==> src/rtl/mpr_pkg.sv <==
package mpr_pkg;
  localparam int unsigned ADDR_W = 13;
  localparam int unsigned OFF_W  = 12;

  typedef enum logic [2:0] {
    RG_NONE,
    RG_SNOOP,
    RG_IFACE,
    RG_TIMER,
    RG_WDOG,
    RG_DIST
  } region_e;
endpackage

==> src/rtl/mpr_window_decode.sv <==
module mpr_window_decode
  import mpr_pkg::*;
#(
  parameter int unsigned NCPU   = 4,
  parameter int unsigned SLOT_W = 3
) (
  input  logic [ADDR_W-1:0] addr_i,
  output region_e           region_o,
  output logic [SLOT_W-1:0] slot_o,
  output logic [OFF_W-1:0]  off_o
);
  localparam logic [4:0] IFACE_FIRST = 5'd1;
  localparam logic [4:0] IFACE_LAST  = 5'(NCPU + 1);
  localparam logic [4:0] TMR_FIRST   = 5'd6;
  localparam logic [4:0] TMR_LAST    = 5'(6 + NCPU);

  logic [4:0] page;
  logic [7:0] inpage;

  assign page   = addr_i[12:8];
  assign inpage = addr_i[7:0];

  always_comb begin
    region_o = RG_NONE;
    slot_o   = '0;
    off_o    = '0;
    if (addr_i[12]) begin
      region_o = RG_DIST;
      off_o    = addr_i[11:0];
    end else if (page == 5'd0) begin
      region_o = RG_SNOOP;
      off_o    = {4'd0, inpage};
    end else if (page >= IFACE_FIRST && page <= IFACE_LAST) begin
      region_o = RG_IFACE;
      slot_o   = SLOT_W'(page - IFACE_FIRST);
      off_o    = {4'd0, inpage};
    end else if (page >= TMR_FIRST && page <= TMR_LAST && inpage[7:6] == 2'b00) begin
      region_o = inpage[5] ? RG_WDOG : RG_TIMER;
      slot_o   = SLOT_W'(page - TMR_FIRST);
      off_o    = {7'd0, inpage[4:0]};
    end
  end
endmodule

==> src/rtl/mpr_snoop_regs.sv <==
module mpr_snoop_regs #(
  parameter int unsigned NCPU = 4,
  parameter int unsigned DW   = 32
) (
  input  logic          clk_i,
  input  logic          rst_ni,
  input  logic          hit_i,
  input  logic          we_i,
  input  logic [7:0]    off_i,
  input  logic          wbit_i,
  output logic [DW-1:0] rd_o,
  output logic          bad_o
);
  localparam logic [7:0] OFF_CTRL = 8'h00;
  localparam logic [7:0] OFF_CFG  = 8'h04;
  localparam logic [7:0] OFF_STAT = 8'h08;
  localparam logic [7:0] OFF_INV  = 8'h0C;
  localparam logic [DW-1:0] CFG_WORD =
    DW'((((1 << NCPU) - 1) << 4) | (NCPU - 1));

  logic ctrl_q, ctrl_d, ctrl_en;

  assign ctrl_en = hit_i && we_i && (off_i == OFF_CTRL);

  always_comb begin
    ctrl_d = ctrl_q;
    if (ctrl_en) ctrl_d = wbit_i;
  end

  always_ff @(posedge clk_i or negedge rst_ni) begin
    if (!rst_ni) ctrl_q <= 1'b0;
    else         ctrl_q <= ctrl_d;
  end

  always_comb begin
    rd_o  = '0;
    bad_o = 1'b0;
    unique case (off_i)
      OFF_CTRL: rd_o = {{(DW-1){1'b0}}, ctrl_q};
      OFF_CFG:  rd_o = CFG_WORD;
      OFF_STAT, OFF_INV: rd_o = '0;
      default:  bad_o = hit_i;
    endcase
  end

  AST_CTRL_HOLD: assert property (@(posedge clk_i) disable iff (!rst_ni)
    (hit_i && we_i && off_i != OFF_CTRL) |=> $stable(ctrl_q));
  AST_IDLE_HOLD: assert property (@(posedge clk_i) disable iff (!rst_ni)
    !hit_i |=> $stable(ctrl_q));
endmodule

==> src/rtl/mpr_private_window.sv <==
module mpr_private_window
  import mpr_pkg::*;
#(
  parameter int unsigned NCPU = 4,
  parameter int unsigned DW   = 32
) (
  input  logic              clk_i,
  input  logic              rst_ni,
  input  logic              acc_i,
  input  logic              we_i,
  input  logic [12:0]       addr_i,
  input  logic [DW-1:0]     wdata_i,
  output logic [DW-1:0]     rdata_o,
  output logic              err_o,
  output logic [NCPU:0]     iface_sel_o,
  output logic [NCPU:0]     tmr_sel_o,
  output logic [NCPU:0]     wdog_sel_o,
  output logic              dist_sel_o,
  output logic [OFF_W-1:0]  local_off_o
);
  localparam int unsigned NSLOT  = NCPU + 1;
  localparam int unsigned SLOT_W = (NSLOT > 1) ? $clog2(NSLOT) : 1;

  logic [1:0] rst_sync_q;
  logic       rst_n;

  always_ff @(posedge clk_i or negedge rst_ni) begin
    if (!rst_ni) rst_sync_q <= 2'b00;
    else         rst_sync_q <= {rst_sync_q[0], 1'b1};
  end
  assign rst_n = rst_sync_q[1];

  region_e           region;
  logic [SLOT_W-1:0] slot;
  logic [OFF_W-1:0]  off;

  mpr_window_decode #(.NCPU(NCPU), .SLOT_W(SLOT_W)) u_decode (
    .addr_i   (addr_i),
    .region_o (region),
    .slot_o   (slot),
    .off_o    (off)
  );

  logic          snoop_hit, snoop_bad;
  logic [DW-1:0] snoop_rd;

  assign snoop_hit = acc_i && (region == RG_SNOOP);

  mpr_snoop_regs #(.NCPU(NCPU), .DW(DW)) u_snoop (
    .clk_i  (clk_i),
    .rst_ni (rst_n),
    .hit_i  (snoop_hit),
    .we_i   (we_i),
    .off_i  (off[7:0]),
    .wbit_i (wdata_i[0]),
    .rd_o   (snoop_rd),
    .bad_o  (snoop_bad)
  );

  for (genvar s = 0; s < NSLOT; s++) begin : g_slot
    assign iface_sel_o[s] = acc_i && (region == RG_IFACE) && (slot == SLOT_W'(s));
    assign tmr_sel_o[s]   = acc_i && (region == RG_TIMER) && (slot == SLOT_W'(s));
    assign wdog_sel_o[s]  = acc_i && (region == RG_WDOG)  && (slot == SLOT_W'(s));
  end
  assign dist_sel_o = acc_i && (region == RG_DIST);

  logic ext_hit;
  assign ext_hit     = acc_i && (region inside {RG_IFACE, RG_TIMER, RG_WDOG, RG_DIST});
  assign local_off_o = ext_hit ? off : '0;

  logic [DW-1:0] rdata_d;
  logic          err_d;

  always_comb begin
    rdata_d = '0;
    err_d   = 1'b0;
    if (acc_i) begin
      if (region == RG_NONE) err_d = 1'b1;
      else if (region == RG_SNOOP) begin
        err_d = snoop_bad;
        if (!we_i && !snoop_bad) rdata_d = snoop_rd;
      end
    end
  end

  always_ff @(posedge clk_i or negedge rst_n) begin
    if (!rst_n) begin
      rdata_o <= '0;
      err_o   <= 1'b0;
    end else begin
      rdata_o <= rdata_d;
      err_o   <= err_d;
    end
  end

  AST_SEL_ONEHOT: assert property (@(posedge clk_i) disable iff (!rst_n)
    $onehot0({iface_sel_o, tmr_sel_o, wdog_sel_o, dist_sel_o}));
  AST_IDLE_QUIET: assert property (@(posedge clk_i) disable iff (!rst_n)
    !acc_i |-> ({iface_sel_o, tmr_sel_o, wdog_sel_o, dist_sel_o} == '0 && local_off_o == '0));
  AST_ERR_AFTER_ACC: assert property (@(posedge clk_i) disable iff (!rst_n)
    !acc_i |=> !err_o);
  AST_ERR_NO_DATA: assert property (@(posedge clk_i) disable iff (!rst_n)
    err_o |-> rdata_o == '0);
  AST_DIST_OFF: assert property (@(posedge clk_i) disable iff (!rst_n)
    dist_sel_o |-> local_off_o == addr_i[11:0]);
  AST_CFG_COUNT: assert property (@(posedge clk_i) disable iff (!rst_n)
    (acc_i && !we_i && addr_i == 13'h004) |=> rdata_o[3:0] == 4'(NCPU - 1));
endmodule

==> config.mk <==
export PLATFORM = sky130hd
export DESIGN_NAME = mpr_private_window
export DESIGN_NICKNAME = d
export VERILOG_FILES = /design/src/rtl/mpr_pkg.sv /design/src/rtl/mpr_window_decode.sv /design/src/rtl/mpr_snoop_regs.sv /design/src/rtl/mpr_private_window.sv
export SDC_FILE = /design/constraint.sdc
export NUM_CORES = 1
export LEC_CHECK = 0
export CAP_MARGIN = 20
export CORE_MARGIN = 2
export CORE_UTILIZATION = 28
export DETAILED_ROUTE_END_ITERATION = 6
export HOLD_SLACK_MARGIN = 0.02
export PLACE_DENSITY = 0.82
export SYNTH_ARGS = -nofsm -noshare
export SYNTH_HDL_FRONTEND = slang
export SYNTH_SLANG_ARGS = --single-unit
==> constraint.sdc <==
create_clock -name clk_i -period 2.8 [get_ports clk_i]
set_clock_uncertainty 0.15 [all_clocks]
set_input_delay 0.56 -clock clk_i [delete_from_list [all_inputs] [get_ports clk_i]]
set_output_delay 0.56 -clock clk_i [all_outputs]
set_load 0.03 [all_outputs]
==> impl_results.md, run 1 <==
* Outcome: complete, but fails checks
* Failing checks: negative setup slack
* Sequential area share after synthesis at roughly 15%
* Setup ws final at -0.261 ns
* Worst EP arrival at approximately 2.4 ns
* CTS tree: yes
* Unique masters post-synth at 38
* Layout area overhead at 128%
* Crit. End Element: output port
* DR vias at 1259
* CP max stage cell: a211oi_4
* Async S/R FF share, synth at 100%
* Die width at between 60 and 70 microns
* Row count at 21
* Commonest non-fill, non-tap cells in the layout: buf_4, conb_1, buf_6
* Most common cell on crit path: buf_6
* Root Driver: clkbuf_4
* Final setup viols at 20
* Top post-synthesis cells by area: buf_4, dfrtp_1, ha_1, nor2_1, and2_1
* DP HPWL at 2560 microns
* Initial DRC count at 57
* Antenna fix cells at 0
* Placed Cells at roughly 250
* Prevailing post-synth register cell: dfrtp_1
* DRC at 0
* WHS at about 0.22 ns
* CTS Buf Count at 3
* Worst R2R Start: rst_sync_q[1]
* Area of the multi-input gates at roughly 1100 sq um
* Deepest clock path buffer count at 2
* Hold EP: rst_sync_q[1]
* Post-synth top area cell: buf_4
* LEAKAGE at 0.00102 uW
* Max cap viols at 0
* VDD IR-drop max at ~0.21 mV
* Unrepaired setup endpoints after global routing: true
* WL/cell at about 15 microns
* Final period util at 109%
* Number of global-route vias before repair at between 1k and 1.5k
* GRT Total Usage at between 10% and 20%
* Slowest stage delay, CP at approximately 0.30 ns
* Skew-Pair Late Insertion Delay at about 0.23 ns
* Grt peak-use layer: met2
* Starting density of the core at approximately 30%
* Clock transition at the registers of the reported paths at about 0.04 ns
* Area fraction of the dominant cell type after synthesis at 22.5%
* ANT nets after route at 0
* Reg2reg setup slack at around 1.9 ns
* Flip-flop and latch area at between 150 and 200 sq um
* Clock sinks at 6
* Gr ovfl total at 0
* Final Cell Area at 2290 sq um
* Hold path cells at 0
* Post-synth EDFFs at 0
* Fmax at ~330 MHz
* Met3 GRT Util at under 10%
* Final Hold Fails at 0
* Global placement routability congestion at between 0.8 and 0.9
* Fin cells at around 280
* Drt pass-1 iters at 4
* Worst hold start: rst_sync_q[0]
* Post-DP Area at around 1700 sq um
* WP buf/inv at 5
* Fill cell count at 242
* Die height at roughly 64 microns
* Pwr/cell area at about 210 nW/um^2
* Syn. warnings at 0
* Flops & latches, synth at 6
* CTS H-tree depth at 1
* R2R depth at 1
* Drt total wl at 4150 microns
* Fin crit period at 3.06 ns
* Syn avg cell area at around 7.6 sq um
* DR vias/cell at ~4.5
* Worst Setup Start Kind: input pin
* Die ar. at 4070 sq um
* Leading cell type in the layout, fill and taps excluded: buf_4
* Met1 Usage GRT at 20.2%
* Top delay family on crit path: compound AO/OA/AOI/OAI gates
* Syn Inst Count at 132
* Total Power at 484 uW
* Worst Hold Class: flop to flop
* Max Slew Vio Count at 0
* Core Util, Final at just under 70%
* Pin count of the biggest net entering global routing at 8
* Port bufs at between 50 and 60
* Initial antenna violation count at 0
* Share of layout cells above drive strength 1 at between 60% and 70%
* Post-Syn Area at between 1000 and 1500 sq um
* M2 GR Usage at 34.5%
* Layout Nets at 290
* Ports at 110
* Core footprint at ~3400 sq um
* RR Endpoint: rdata_o[6]
* Max FO, Critical Path at 3
* Cell Chain, Critical Path: buf_8 > buf_6 > ha_4 > a2111o_1 > o41ai_4 > buf_4 > buf_6 > a211oi_4 > o2111ai_4 > nor3_4 > buf_6
* First-pass GRT wire length at 5810 microns
* CP Class: input pin to output port
* Required @ worst endpoint at 2.09 ns
-- layer usage --
metal | wire [microns] | part of all wire (%)
met3 | 208 | 5.0
met4 | 91 | 2.2
met2 | 2260 | 55
met1 | 1590 | 38
met5 | 0 | 0
-- through the flow --
step                      setup slack, ns  TNS (ns)
final                              -0.261     -2.98
after detailed placement           -0.650    -12.57
after global routing               -0.349     -4.35
after floorplan                   -0.0833    -0.202
after global placement             -0.556    -10.89
after CTS                          -0.234     -2.30
-- cell usage after synthesis, drive strengths merged (2+ instances only) --
master and count:
buf 32, a2111oi 2, nand3 4, or3 2, conb 2, and2 8
nor3 9, nand2 9, a21oi 2, nand4 2, dfrtp 6, inv 5
a21boi 2, o21ai 4, nor4 3, ha 7, nand2b 4, nor2b 3
nor2 14
-- kinds of logic (layout without fill, tap and decap cells) --
logic type                 after synthesis  after routing  share of synthesized area, %
and+or+nand+nor                         61             61                          33.3
muxes                                    1              1                          1.12
other                                    2             27                         0.749
buffers and inverters                   37            112                          26.0
AOI/OAI and AO/OA                       18             18                          15.1
adders and majority gates                7              7                          8.74
DFF                                      6              6                          15.0
-- flip-flops by register name (all words and copies together), names as in the netlist --
name            flops
rdata_o             2
rst_sync_q          2
err_o               1
u_snoop.ctrl_q      1
-- repair_timing --
item / CTS / global route
pin swaps: 23 / 24
endpoints found under the hold margin: 4 / 0
hold buffers: 1 / 0
buffers inserted: 13 / 8
endpoints found under the setup margin: 23 / 22
gates resized for setup: 76 / 37
-- final cells by class --
cell class | count | share of cell area (%)
repair buffers | 104 | 41.8
inverters | 5 | 1.59
multi-input cells | 114 | 46.5
flip-flops and latches | 6 | 6.56
well taps | 46 | 2.52
clock buffers | 3 | 0.985
-- where the power goes --
| group | total, uW | switching, uW | internal (uW) | leakage [uW] |
|---|---|---|---|---|
| Clock | 73.1 | 25.1 | 48.1 | 0.0000138 |
| Sequential | 90.0 | 0.565 | 89.4 | 0.0000783 |
| Combinational | 321 | 187 | 134 | 0.000933 |
| Total | 484 | 212 | 272 | 0.00102 |
-- worst max path at each step --
stage | from | endpoint | slack, ns | depth (start not counted)
after floorplan | addr_i[8] | tmr_sel_o[3] | -0.08 | 6
after global placement | addr_i[9] | iface_sel_o[2] | -0.56 | 9
after detailed placement | addr_i[9] | local_off_o[1] | -0.65 | 9
after CTS | addr_i[10] | iface_sel_o[3] | -0.23 | 9
after global routing | addr_i[10] | wdog_sel_o[2] | -0.35 | 11
final | addr_i[10] | wdog_sel_o[2] | -0.26 | 11
(Power assumes the default switching activity.)
==> run 2: changes to the inputs <==
--- a/config.mk
+++ b/config.mk
@@ -8,6 +8,7 @@
 export CAP_MARGIN = 20
 export CORE_MARGIN = 2
 export CORE_UTILIZATION = 28
+export CTS_CLUSTER_DIAMETER = 50
 export DETAILED_ROUTE_END_ITERATION = 6
 export HOLD_SLACK_MARGIN = 0.02
 export PLACE_DENSITY = 0.82
==> results of run 2 <==
No change in the layout: final DEF, timing and power equal those of run 1.
==> run 3: changes to the inputs <==
--- a/config.mk
+++ b/config.mk
@@ -5,13 +5,15 @@
 export SDC_FILE = /design/constraint.sdc
 export NUM_CORES = 1
 export LEC_CHECK = 0
-export CAP_MARGIN = 20
+export CAP_MARGIN = 0
 export CORE_MARGIN = 2
-export CORE_UTILIZATION = 28
+export CORE_UTILIZATION = 43
 export CTS_CLUSTER_DIAMETER = 50
+export CTS_CLUSTER_SIZE = 40
 export DETAILED_ROUTE_END_ITERATION = 6
 export HOLD_SLACK_MARGIN = 0.02
-export PLACE_DENSITY = 0.82
+export PLACE_DENSITY = 0.84
 export SYNTH_ARGS = -nofsm -noshare
 export SYNTH_HDL_FRONTEND = slang
+export SYNTH_HIERARCHICAL = 1
 export SYNTH_SLANG_ARGS = --single-unit
==> impl_results.md, run 3 <==
* CTS Buf Count at 5 (+2)
* Initial DRC count at 65 (+14%)
* DR vias/cell at 5.16 (+14%)
* DP HPWL at 4320 microns (+69%)
* Outcome: complete, but fails checks
* Post-DP Area at 3510 sq um (+100%)
* Drt pass-1 iters at 4 (unchanged)
* Core Util, Final at 81.3% (+14 points)
* CP Class: input pin to output port
* Worst Setup Start Kind: input pin
* Cell Chain, Critical Path: buf_12 > ha_4 > or3_4 > a221o_1 > o41ai_4 > buf_4 > mux2i_2 > or3b_4 > nor2_4 > buf_6
* Switching share of power at 30.3% (-14 points)
* Syn. warnings at 6 (+6)
* DRC at 0 (unchanged)
* Number of global-route vias before repair at 2185 (+75%)
* Die ar. at 6070 sq um (+49%)
* Fmax at 288 MHz (-12%)
* Core footprint at 5170 sq um (+53%)
* Syn avg cell area at 10.7 sq um (+41%)
* Layout Nets at 404 (+39%)
* Final period util at 124% (+15 points)
* Die height at 77.9 microns (+22%)
* Syn Inst Count at 220 (+67%)
* CTS tree: yes
* Setup ws final at -0.677 ns (-0.416 ns)
* Async S/R FF share, synth at 100% (unchanged)
* CP max stage cell: or3b_4
* Top-count cell post-synth: dfrtp_1
* Skew-Pair Late Insertion Delay at 0.29 ns (+0.06 ns)
* Pwr/cell area at 312 nW/um^2 (+47%)
* Die width at 77.9 microns (+22%)
* WL/cell at 17.5 microns (+17%)
* Worst slew margin at around 64%
* Biggest register: rdata_o
* Combinational share of power at 31.5% (-35 points)
* Flops & latches, synth at 36 (+30)
* Unique masters post-synth at 47 (+24%)
* Ports at 110 (unchanged)
* Required @ worst endpoint at 2.09 ns (about the same)
* Row count at 26 (+24%)
* Leading cell type in the layout, fill and taps excluded: buf_4
* Root Driver: clkbuf_8
* Synth top cells by count: dfrtp_1, buf_4, and4bb_2, nor2_1
* Max reg flops at 32
* Post-synth top area cell: dfrtp_1
* Reg2reg setup slack at 1.76 ns (-0.14 ns)
* Slew @ Worst Pin at 0.537 ns
* Clock Power Share at 27.6% (+13 points)
* Hold-fix buffers at CTS at 0 (-1)
* Commonest non-fill, non-tap cells in the layout: buf_4, clkdlybuf4s50_1, buf_6
* WHS at 0.0657 ns (-0.154 ns)
* VDD IR-drop max at 0.343 mV (+61%)
* Worst Hold Class: flop to async pin
* Unrepaired setup endpoints after global routing: true
* Fill cell count at 269 (+11%)
* DR vias at 2157 (+71%)
* Worst EP arrival at 2.77 ns (+0.42 ns)
* Total Power at 1310 uW (+170%)
* GRT Total Usage at 22.9% (+4.8 points)
* Clock transition at the registers of the reported paths at 0.07 ns (+0.03 ns)
* ANT nets after route at 0 (unchanged)
* Final Cell Area at 4210 sq um (+84%)
* Drt total wl at 7310 microns (+76%)
* CTS H-tree depth at 2 (+1)
* LEAKAGE at 0.00187 uW (+82%)
* Switch Pwr at 397 uW (+87%)
* Final Hold Fails at 0 (unchanged)
* Gr ovfl total at 0 (unchanged)
* Prevailing post-synth register cell: dfrtp_1
* Top post-synthesis cells by area: dfrtp_1, and4bb_2, buf_4, nor4bb_1, ha_1
* Failing checks: negative setup slack
* Crit. End Element: output port
* Share of layout cells above drive strength 1 at 59.5% (-0.86 points)
* Max cap viols at 0 (unchanged)
* Clock sinks at 36 (+30)
* Sequential power share at 40.9% (+22 points)
* Sequential area share after synthesis at 38.4% (+23 points)
* Pin count of the biggest net entering global routing at 33 (+25)
* Fin crit period at 3.48 ns (+0.416 ns)
* Starting density of the core at 45.4% (+16 points)
* Post-Syn Area at 2350 sq um (+130%)
* First-pass GRT wire length at 11000 microns (+89%)
* Final setup viols at 36 (+80%)
* Antenna fix cells at 0 (unchanged)
* Port bufs at 78 (+50%)
* Max FO, Critical Path at 4 (+1)
* Leading registers by flop count: rdata_o (32), rst_sync_q (2)
* Power Internal at 914 uW (+240%)
* Global placement routability congestion at 0.842 (-0.92%)
* Slowest stage delay, CP at 0.46 ns (+0.16 ns)
* Post-synth EDFFs at 0 (unchanged)
* Deepest clock path buffer count at 2 (unchanged)
* Max Slew Vio Count at 0 (unchanged)
* Initial antenna violation count at 0 (unchanged)
* Layout area overhead at 79.2%
* Setup WS pre-CTS at -1.30 ns (-0.651 ns)
* Area fraction of the dominant cell type after synthesis at 38.4% (+16 points)
[run 3: per-stage QoR]
stage	setup TNS (ns)	cells
after floorplan	-14.00	245
after global placement	-42.29	388
after detailed placement	-44.14	388
after CTS	-16.41	415
after global routing	-20.37	418
final	-18.67	418
[run 3: path summary, 6_finish.rpt]
check | startpoint | to | cells past startpoint
max | addr_i[9] | wdog_sel_o[1] | 10
min | rst_sync_q[1] | rdata_o[29] | 0
max reg2reg | rst_sync_q[1] | rdata_o[30] | 1
min reg2reg | rst_sync_q[1] | rdata_o[29] | 0
max in group asynchronous | rst_sync_q[1] | rdata_o[30] | 1
min in group clk_i | rst_sync_q[0] | rst_sync_q[1] | 0
[run 3: power by group through the flow]
stage / sequential, uW / combinational [uW] / clock [uW]
final: 537 / 413 / 362
after floorplan: 566 / 190 / 0
after detailed placement: 547 / 306 / 0
after global placement: 547 / 301 / 0
after global routing: 538 / 436 / 391
after CTS: 537 / 372 / 371
[run 3: cell families (layout without fill, tap and decap cells)]
kind of cell / after synthesis / count (layout) / share of synthesized area, %
adders and majority gates: 8 / 8 / 4.26
buffers and inverters: 50 / 152 / 13.6
other: 2 / 27 / 0.320
xor gates and xnor gates: 2 / 2 / 0.746
muxes: 4 / 4 / 1.81
AOI/OAI and AO/OA: 18 / 18 / 7.04
and+or+nand+nor: 100 / 101 / 33.8
DFF: 36 / 36 / 38.4
[run 3: final cells by class]
cell class              instances  area, sq um  area share, %
clock inverters                 3         18.8          0.446
inverters                       4         20.0          0.476
flip-flops and latches         36          901           21.4
multi-input cells             160         1720           40.9
well taps                      70         87.6           2.08
clock buffers                   5         68.8           1.64
repair buffers                140         1390           33.1
[run 3: layer usage]
layer / share of wire [%] / wire length (microns) / track usage (%) / vias up
li1: - / - / - / 986
met1: 37 / 2680 / 26.3 / 1079
met2: 56 / 4100 / 43.0 / 78
met3: 5.3 / 389 / 4.65 / 14
met4: 1.9 / 141 / 5.54 / 0
met5: 0 / 0 / 0 / -
[run 3: what timing repair did]
action | CTS | global route
pin swaps | 36 | 31
cloned | 2 | 0
resized for setup | 110 | 27
setup endpoints to repair | 36 | 36
setup buffers | 19 | 3
[run 3: critical path, delay by kind of cell]
kind                     cells  cell delay (ns)
multiplexers                 1             0.22
buffers and inverters        3             0.47
AO/OA/AOI/OAI                2             0.39
adder cells (fa/ha/maj)      1             0.15
AND/OR/NAND/NOR              3             0.95
